===== config.mk =====
export PLATFORM = sky130hd
export DESIGN_NAME = perf_event_monitor
export DESIGN_NICKNAME = d
export VERILOG_FILES = /design/src/rtl/perf_mon_pkg.sv /design/src/rtl/perf_sel_fsm.sv /design/src/rtl/perf_sat_counter.sv /design/src/rtl/perf_event_pick.sv /design/src/rtl/perf_histogram.sv /design/src/rtl/perf_event_monitor.sv
export SDC_FILE = /design/constraint.sdc
export NUM_CORES = 2
export LEC_CHECK = 0
export BUFFER_PORTS_ARGS = -buffer_cell sky130_fd_sc_hd__buf_4
export CELL_PAD_IN_SITES_DETAIL_PLACEMENT = 1
export CELL_PAD_IN_SITES_GLOBAL_PLACEMENT = 1
export CORE_AREA = 2 2 393 239
export DETAILED_ROUTE_END_ITERATION = 10
export DIE_AREA = 0 0 395 241
export PLACE_DENSITY = 0.9
export SKIP_LAST_GASP = 1
export SLEW_MARGIN = 20
export SYNTH_ARGS = -nofsm -noshare
export SYNTH_HDL_FRONTEND = slang
export SYNTH_HIERARCHICAL = 1
export SYNTH_SLANG_ARGS = --single-unit

===== constraint.sdc =====
create_clock -name clk -period 3 [get_ports clk]
set_input_delay 0.15 -clock clk [delete_from_list [all_inputs] [get_ports clk]]
set_output_delay 0.15 -clock clk [all_outputs]
set_load 0.01 [all_outputs]

===== src/rtl/perf_mon_pkg.sv =====
package perf_mon_pkg;

    localparam int CNT_W    = 32;
    localparam int SEL_W    = 6;
    localparam int NUM_EV   = 18;
    localparam int EV_IDX_W = $clog2(NUM_EV);
    localparam int NUM_BINS = 16;
    localparam int BIN_W    = $clog2(NUM_BINS);
    localparam int OCC_W    = 7;

    typedef enum logic [1:0] {
        MON_OFF   = 2'd0,
        MON_CYCLE = 2'd1,
        MON_EVENT = 2'd2,
        MON_HIST  = 2'd3
    } mon_state_e;

    typedef struct packed {
        mon_state_e            state;
        logic [EV_IDX_W-1:0]   ev_idx;
        logic                  hist_wr_side;
    } sel_decode_t;

    // Sparse selector code -> monitor state, strobe index, histogram source.
    function automatic sel_decode_t decode_sel(input logic [SEL_W-1:0] code);
        sel_decode_t d;
        logic [SEL_W-1:0] off;
        d.state        = MON_OFF;
        d.ev_idx       = '0;
        d.hist_wr_side = 1'b0;
        off            = code - SEL_W'(2);
        case (code) inside
            SEL_W'(1): d.state = MON_CYCLE;
            [SEL_W'(2):SEL_W'(15)]: begin
                d.state  = MON_EVENT;
                d.ev_idx = off[EV_IDX_W-1:0];
            end
            SEL_W'(16): d.state = MON_HIST;
            SEL_W'(17): begin
                d.state        = MON_HIST;
                d.hist_wr_side = 1'b1;
            end
            SEL_W'(18): begin
                d.state  = MON_EVENT;
                d.ev_idx = EV_IDX_W'(14);
            end
            SEL_W'(19): begin
                d.state  = MON_EVENT;
                d.ev_idx = EV_IDX_W'(15);
            end
            SEL_W'(32): begin
                d.state  = MON_EVENT;
                d.ev_idx = EV_IDX_W'(16);
            end
            SEL_W'(48): begin
                d.state  = MON_EVENT;
                d.ev_idx = EV_IDX_W'(17);
            end
            default: d.state = MON_OFF;
        endcase
        return d;
    endfunction

endpackage


===== src/rtl/perf_sel_fsm.sv =====
module perf_sel_fsm
    import perf_mon_pkg::*;
(
    input  logic                clk,
    input  logic                rst_n,
    input  logic                sel_wr_en,
    input  logic [SEL_W-1:0]    sel_wr_code,
    output logic                cyc_en,
    output logic                ev_en,
    output logic                hist_en,
    output logic [EV_IDX_W-1:0] ev_idx,
    output logic                hist_wr_side
);

    mon_state_e          state_q, state_d;
    logic [EV_IDX_W-1:0] idx_q, idx_d;
    logic                side_q, side_d;
    sel_decode_t         dec;

    assign dec = decode_sel(sel_wr_code);

    // Next state: a selector write jumps to the decoded state, else hold.
    always_comb begin
        state_d = state_q;
        idx_d   = idx_q;
        side_d  = side_q;
        if (sel_wr_en) begin
            state_d = dec.state;
            idx_d   = dec.ev_idx;
            side_d  = dec.hist_wr_side;
        end
    end

    always_ff @(posedge clk) begin
        if (!rst_n) begin
            state_q <= MON_OFF;
            idx_q   <= '0;
            side_q  <= 1'b0;
        end else begin
            state_q <= state_d;
            idx_q   <= idx_d;
            side_q  <= side_d;
        end
    end

    // Outputs per state.
    always_comb begin
        cyc_en  = 1'b0;
        ev_en   = 1'b0;
        hist_en = 1'b0;
        unique case (state_q)
            MON_OFF:   ;
            MON_CYCLE: cyc_en  = 1'b1;
            MON_EVENT: ev_en   = 1'b1;
            MON_HIST:  hist_en = 1'b1;
        endcase
    end

    assign ev_idx       = idx_q;
    assign hist_wr_side = side_q;

    // selector resets to the idle state, so nothing is counted.
    a_r1_off_after_reset: assert property (@(posedge clk)
        $rose(rst_n) |-> (state_q == MON_OFF));

    // the state only moves when software writes the selector.
    a_r7_state_holds: assert property (@(posedge clk) disable iff (!rst_n)
        !sel_wr_en |=> $stable(state_q));

    // At most one counting mode is active at any time.
    a_r10_single_mode: assert property (@(posedge clk) disable iff (!rst_n)
        $onehot0({cyc_en, ev_en, hist_en}));

endmodule


===== src/rtl/perf_sat_counter.sv =====
module perf_sat_counter #(
    parameter int W = 32
) (
    input  logic         clk,
    input  logic         rst_n,
    input  logic         wr_en,
    input  logic [W-1:0] wr_data,
    input  logic         inc,
    output logic [W-1:0] q
);

    localparam logic [W-1:0] MAXV = '1;

    logic [W-1:0] cnt_q, cnt_d;

    always_comb begin
        cnt_d = cnt_q;
        if (wr_en)
            cnt_d = wr_data;
        else if (inc && cnt_q != MAXV)
            cnt_d = cnt_q + W'(1);
    end

    always_ff @(posedge clk) begin
        if (!rst_n) cnt_q <= '0;
        else        cnt_q <= cnt_d;
    end

    assign q = cnt_q;

    // a full count never rolls over to zero.
    a_r9_no_overflow: assert property (@(posedge clk) disable iff (!rst_n)
        (cnt_q == MAXV && !wr_en) |=> (cnt_q == MAXV));

    // a write lands exactly.
    a_r8_write_lands: assert property (@(posedge clk) disable iff (!rst_n)
        wr_en |=> (cnt_q == $past(wr_data)));

    // without a write the count advances by at most one.
    a_r3_single_step: assert property (@(posedge clk) disable iff (!rst_n)
        !wr_en |=> (cnt_q == $past(cnt_q) || cnt_q == $past(cnt_q) + W'(1)));

endmodule


===== src/rtl/perf_event_pick.sv =====
module perf_event_pick #(
    parameter int NUM_EV   = 18,
    parameter int EV_IDX_W = 5
) (
    input  logic [NUM_EV-1:0]   ev_strobe,
    input  logic [EV_IDX_W-1:0] ev_idx,
    input  logic                cyc_en,
    input  logic                ev_en,
    output logic                hit
);

    localparam int PAD_N = 1 << EV_IDX_W;

    logic [PAD_N-1:0] padded;

    assign padded = PAD_N'(ev_strobe);
    assign hit    = cyc_en | (ev_en & padded[ev_idx]);

endmodule


===== src/rtl/perf_histogram.sv =====
module perf_histogram #(
    parameter int NUM_BINS = 16,
    parameter int CNT_W    = 32,
    parameter int OCC_W    = 7
) (
    input  logic                        clk,
    input  logic                        rst_n,
    input  logic                        hist_en,
    input  logic                        hist_wr_side,
    input  logic [OCC_W-1:0]            rd_occ,
    input  logic [OCC_W-1:0]            wr_occ,
    input  logic                        bin_sel_wr_en,
    input  logic [$clog2(NUM_BINS)-1:0] bin_sel_wr_data,
    input  logic                        bin_wr_en,
    input  logic [CNT_W-1:0]            bin_wr_data,
    output logic [CNT_W-1:0]            bin_rd_data
);

    localparam int BIN_W = $clog2(NUM_BINS);
    localparam logic [OCC_W-1:0] TOP_OCC = OCC_W'(NUM_BINS - 1);

    logic [BIN_W-1:0]    bin_sel_q;
    logic [OCC_W-1:0]    occ;
    logic [BIN_W-1:0]    bin_hit;
    logic [NUM_BINS-1:0] inc_vec;
    logic [NUM_BINS-1:0] wr_vec;
    logic [CNT_W-1:0]    bin_val [NUM_BINS];

    always_ff @(posedge clk) begin
        if (!rst_n)             bin_sel_q <= '0;
        else if (bin_sel_wr_en) bin_sel_q <= bin_sel_wr_data;
    end

    assign occ = hist_wr_side ? wr_occ : rd_occ;

    // Clamp the outstanding count onto the last bin.
    always_comb begin
        if (occ >= TOP_OCC) bin_hit = BIN_W'(NUM_BINS - 1);
        else                bin_hit = occ[BIN_W-1:0];
    end

    for (genvar i = 0; i < NUM_BINS; i++) begin : g_bin
        assign inc_vec[i] = hist_en   && (bin_hit   == BIN_W'(i));
        assign wr_vec[i]  = bin_wr_en && (bin_sel_q == BIN_W'(i));
        perf_sat_counter #(.W(CNT_W)) u_bin (
            .clk     (clk),
            .rst_n   (rst_n),
            .wr_en   (wr_vec[i]),
            .wr_data (bin_wr_data),
            .inc     (inc_vec[i]),
            .q       (bin_val[i])
        );
    end

    assign bin_rd_data = bin_val[bin_sel_q];

    // at most one bin is touched by the histogram per cycle.
    a_r10_one_bin: assert property (@(posedge clk) disable iff (!rst_n)
        $countones(inc_vec) <= 1);

    // a bin write is visible on the read port next cycle.
    a_r11_readback: assert property (@(posedge clk) disable iff (!rst_n)
        (bin_wr_en && !bin_sel_wr_en) |=> (bin_rd_data == $past(bin_wr_data)));

endmodule


===== src/rtl/perf_event_monitor.sv =====
module perf_event_monitor
    import perf_mon_pkg::*;
(
    input  logic                clk,
    input  logic                rst_n,
    input  logic                sel_wr_en,
    input  logic [SEL_W-1:0]    sel_wr_code,
    input  logic                cnt_wr_en,
    input  logic [CNT_W-1:0]    cnt_wr_data,
    output logic [CNT_W-1:0]    cnt_rd_data,
    input  logic                bin_sel_wr_en,
    input  logic [BIN_W-1:0]    bin_sel_wr_data,
    input  logic                bin_wr_en,
    input  logic [CNT_W-1:0]    bin_wr_data,
    output logic [CNT_W-1:0]    bin_rd_data,
    input  logic [NUM_EV-1:0]   ev_strobe,
    input  logic [OCC_W-1:0]    rd_outstanding,
    input  logic [OCC_W-1:0]    wr_outstanding
);

    logic                cyc_en, ev_en, hist_en, hist_wr_side, hit;
    logic [EV_IDX_W-1:0] ev_idx;

    perf_sel_fsm u_fsm (
        .clk          (clk),
        .rst_n        (rst_n),
        .sel_wr_en    (sel_wr_en),
        .sel_wr_code  (sel_wr_code),
        .cyc_en       (cyc_en),
        .ev_en        (ev_en),
        .hist_en      (hist_en),
        .ev_idx       (ev_idx),
        .hist_wr_side (hist_wr_side)
    );

    perf_event_pick #(.NUM_EV(NUM_EV), .EV_IDX_W(EV_IDX_W)) u_pick (
        .ev_strobe (ev_strobe),
        .ev_idx    (ev_idx),
        .cyc_en    (cyc_en),
        .ev_en     (ev_en),
        .hit       (hit)
    );

    perf_sat_counter #(.W(CNT_W)) u_cnt (
        .clk     (clk),
        .rst_n   (rst_n),
        .wr_en   (cnt_wr_en),
        .wr_data (cnt_wr_data),
        .inc     (hit),
        .q       (cnt_rd_data)
    );

    perf_histogram #(.NUM_BINS(NUM_BINS), .CNT_W(CNT_W), .OCC_W(OCC_W)) u_hist (
        .clk             (clk),
        .rst_n           (rst_n),
        .hist_en         (hist_en),
        .hist_wr_side    (hist_wr_side),
        .rd_occ          (rd_outstanding),
        .wr_occ          (wr_outstanding),
        .bin_sel_wr_en   (bin_sel_wr_en),
        .bin_sel_wr_data (bin_sel_wr_data),
        .bin_wr_en       (bin_wr_en),
        .bin_wr_data     (bin_wr_data),
        .bin_rd_data     (bin_rd_data)
    );

    // the event counter is frozen while the histogram runs.
    a_r10_cnt_frozen: assert property (@(posedge clk) disable iff (!rst_n)
        (hist_en && !cnt_wr_en) |=> $stable(cnt_rd_data));

    // in the idle state the counter never moves.
    a_r2_off_holds: assert property (@(posedge clk) disable iff (!rst_n)
        (!cyc_en && !ev_en && !cnt_wr_en) |=> $stable(cnt_rd_data));

endmodule


==> results.py <==
metrics = {
    "grt": {
        "grt_antenna_before_repair": 22,
        "met2_usage_in_global_routing_pct": 55.2,
        "grt.total_usage_pct": 42.0,
        "first_global_vias": 44669,
        "global_routing_usage_on_met3_pct": 19.6,
        "grt_first_pass_wirelength_mm": 303,
        "grt_use_met1_pct": 57.8,
        "grt_start_max_net_pins": 71,
        "gr-max-usage-layer": "met1",
        "total_congestion_overflow_after_global_routing": 0,
    },
    "power": {
        "power.ir.vdd_worst_mv": 0.425,
        "power_per_cell_area_nw_per_um2": 384,
        "pwr-share-clk_pct": 44.2,
        "share_comb_of_total_power_pct": 12.2,
        "net_sw_share_pct": 29.4,
        "share_seq_of_total_power_pct": 43.6,
        "cell_internal_pwr_mw": 12.8,
        "net-switching-power_mw": 5.33,
        "cellLeakagePower_nw": 14.2,
    },
    "yosys": {
        "ys_dominant_reg_cell": "dfxtp_1",
        "ffs_w_async_s_r_synth_pct": 0,
        "synth_cells": 4768,
        "seq_area_frac_synth_pct": 27.8,
        "synth_top_area_share_pct": 27.8,
        "yosysUniqueCellTypes": 70,
        "synth_area_leader_cell": "dfxtp_1",
        "synth-edff-count": 0,
        "top_cells_by_area_in_the_synthesized_netlist": "dfxtp_1, o21ai_0, mux4_2",
        "syn_nets": 4898,
        "synth.yosys.warnings": 6,
        "synth_area_per_inst_um2": 8.38,
        "ys_ff_latch": 556,
        "netlist_area_um2": 40000,
    },
    "timing": {
        "max_freq_mhz": 325,
        "slew_headroom_pct": 41.6,
        "rsz0062_at_grt": "yes",
        "final.setup.worst_slack_ns": -0.0816,
        "timing.final.crit_share_pct": 103,
        "skew_ns": 0.0302,
        "final-max-slew-violation-count": 0,
        "fin_worst_hold_slack_ns": 0.0686,
        "actual_slew_at_the_worst_max_slew_pin_ns": 0.876,
        "timing.final.setup_violations": 8,
        "fin_crit_ns": 3.08,
        "hold_violations": 0,
    },
    "cells_and_area": {
        "final_net_count": 5228,
        "filler_cell_count": 10740,
        "final_layout_size_suffix_gt1_share_pct": 20.1,
        "multiInputGateArea_um2": 27500,
        "synthToLayoutAreaGrowth_pct": 18.2,
        "final_cell_mix": "o21ai_0, dfxtp_1, buf_4, nand2_1, a31oi_1",
        "regArea_um2": 11100,
        "final_common_cell": "o21ai_0",
        "stdcell_count": 6415,
    },
    "setup_path": {
        "path_class": "reg2out",
        "cp_max_fo": 15,
        "crit-reg2reg-capture": "u_hist/g_bin[6].u_bin/q[28]",
        "critical-path-slowest-cell": "mux4_2",
        "path_cells": "buf_12, buf_16, mux4_2, a22oi_2, nand2_1, buf_4",
        "crit_path_start": "u_hist/bin_sel_q[0]",
        "cp_slowest_stage_delay_ns": 0.63,
        "worst_r2r_path_depth": 12,
        "reg2reg_from": "u_fsm/hist_wr_side",
        "crit_path_end": "bin_rd_data[25]",
        "setup.worst_path.start_class": "register",
        "worst_ep_arrival_time_ns": 2.93,
        "worst-endpoint-required_ns": 2.85,
        "critPathCaptureType": "output pin",
        "reg2reg_slack_ns": -0.01,
    },
    "run": {
        "maxCapViolations": 0,
    },
    "place": {
        "place.port_buffers": 175,
        "dpl.cell_count": 6192,
        "pre_cts_slack_ns": -0.131,
        "dpl.hpwl_mm": 146,
        "placer_s_final_routability_congestion_estimate": 1.02,
    },
    "die": {
        "die_w_um": 395,
        "rows": 86,
        "top_level_port_count": 176,
        "die_height_um": 241,
        "core_area_um2": 91400,
        "floorplan.die_area_um2": 95200,
        "initial_utilization_pct": 43.8,
    },
    "routing": {
        "detail_route.wirelength_mm": 211,
        "via_count": 48623,
        "dr.first_iter.drc_count": 7799,
        "drt-wirelength-per-cell_um": 32.9,
        "detailedRoute.firstPassIterationCount": 7,
        "postRouteAntennaNets": 0,
        "vias_per_cell": 7.58,
        "drc_errors": 0,
    },
    "clock_tree": {
        "clock_tree.htree_level_count": 2,
        "numCtsBuffers": 58,
        "cts_tree": "yes",
        "clkLatencyLatePin_ns": 0.68,
        "clock-root-buffer": "clkbuf_16",
        "clk_path_buf_depth": 3,
        "clk_slew_on_worst_s_h_paths_ns": 0.07,
        "sink_count_of_the_clock_tree": 556,
    },
    "run_status": {
        "outcome": "finished, violations left",
        "failing_checks": "negative setup slack",
    },
    "hold_path": {
        "hold_path.class": "in2reg",
    },
}
## stage by stage
| stage | setup TNS, ns | utilization [%] | instance area [um^2] | power, mW |
|---|---|---|---|---|
| floorplan | -10.75 | - | 40000 | 8.84 |
| global placement | -1.33 | 48.2 | 44000 | 9.90 |
| detailed placement | -3.95 | 48.2 | 44000 | 9.98 |
| CTS | -0.121 | 51.2 | 46800 | 17.9 |
| global route | -1.88 | 51.6 | 47200 | 18.5 |
| finish | -0.253 | 51.7 | 47300 | 18.1 |
## state kept, by name, summed over array words and instances, names as in the netlist
name,flops
u_fsm/hist_wr_side,1
u_fsm/state_q,2
u_fsm/ev_idx,5
u_hist/g_bin.u_bin/q,512
u_cnt/q,32
u_hist/bin_sel_q,4
## kinds of logic (layout without fill, tap and decap cells)
family,after synthesis,in the layout,synth area share (%)
AO/OA/AOI/OAI,1714,1714,29.2
XOR/XNOR,102,102,2.23
adder cells (fa/ha/maj),18,18,0.563
buffers and inverters,403,778,4.33
flip-flops,556,556,27.8
multiplexers,161,161,8.13
other,0,40,0
AND/OR/NAND/NOR,1814,1814,27.7
## area by class of cell
type	instances	area share (%)
Multi-Input combinational cell	3809	58.1
Sequential cell	556	23.6
Timing Repair Buffer	545	9.60
Clock buffer	83	3.57
Tap cell	1232	3.26
Inverter	128	1.02
Clock inverter	22	0.617
Antenna cell	40	0.212
## worst min-delay path by stage
stage	from	endpoint	slack, ns	depth (start not counted)
finish	bin_wr_data[8]	u_hist/g_bin[9].u_bin/q[8]	0.07	3
global route	bin_wr_data[10]	u_hist/g_bin[8].u_bin/q[10]	0.05	3
CTS	bin_wr_data[31]	u_hist/g_bin[1].u_bin/q[31]	0.002	3
detailed placement	cnt_wr_data[9]	u_cnt/q[9]	0.40	3
global placement	cnt_wr_data[31]	u_cnt/q[31]	0.39	3
floorplan	rst_n	u_fsm/ev_idx[3]	0.27	1
## power by group through the flow
| stage | Clock (mW) | Sequential (mW) | Combinational [mW] |
|---|---|---|---|
| after global placement | 0 | 8.03 | 1.87 |
| after floorplan | 0 | 7.90 | 0.933 |
| after detailed placement | 0 | 8.05 | 1.93 |
| after global routing | 8.28 | 7.92 | 2.25 |
| final | 8.02 | 7.92 | 2.21 |
| after CTS | 8.01 | 7.88 | 2.03 |
## critical path: cells and delay by family, from the launching register on
family / cells / cell delay [ns]
AOI/OAI and AO/OA: 1 / 0.37
DFF: 1 / 0.51
muxes: 1 / 0.63
buffers and inverters: 3 / 0.51
and+or+nand+nor: 1 / 0.21
## cells in the mapped netlist (54+ instances only)
library cell	number
or3_1	155
nand3_1	192
clkbuf_1	229
and2_1	54
a22oi_1	64
mux4_2	128
nand2_1	327
inv_1	128
nor3_1	95
nand4_1	175
o21ai_0	618
a31oi_1	292
o31ai_1	136
or4_1	137
a21oi_1	175
and3_1	85
nor2_1	189
and4_1	153
dfxtp_1	556
## routing by layer
metal	wire length, um	vias up	share of wire [%]
li1	-	19887	-
met1	83400	24160	39
met2	82000	3928	39
met3	36800	636	17
met4	8800	12	4.2
met5	112	-	0.053
## timing repair
action / 4_1_cts / 5_1_grt
pin swaps: 1 / 10
resized for setup: 27 / 40
endpoints found under the hold margin: 92 / 0
gates cloned: 0 / 2
setup endpoints to repair: 123 / 126
setup buffers: 4 / 13
hold buffers: 59 / 0
(Power assumes the default switching activity.)
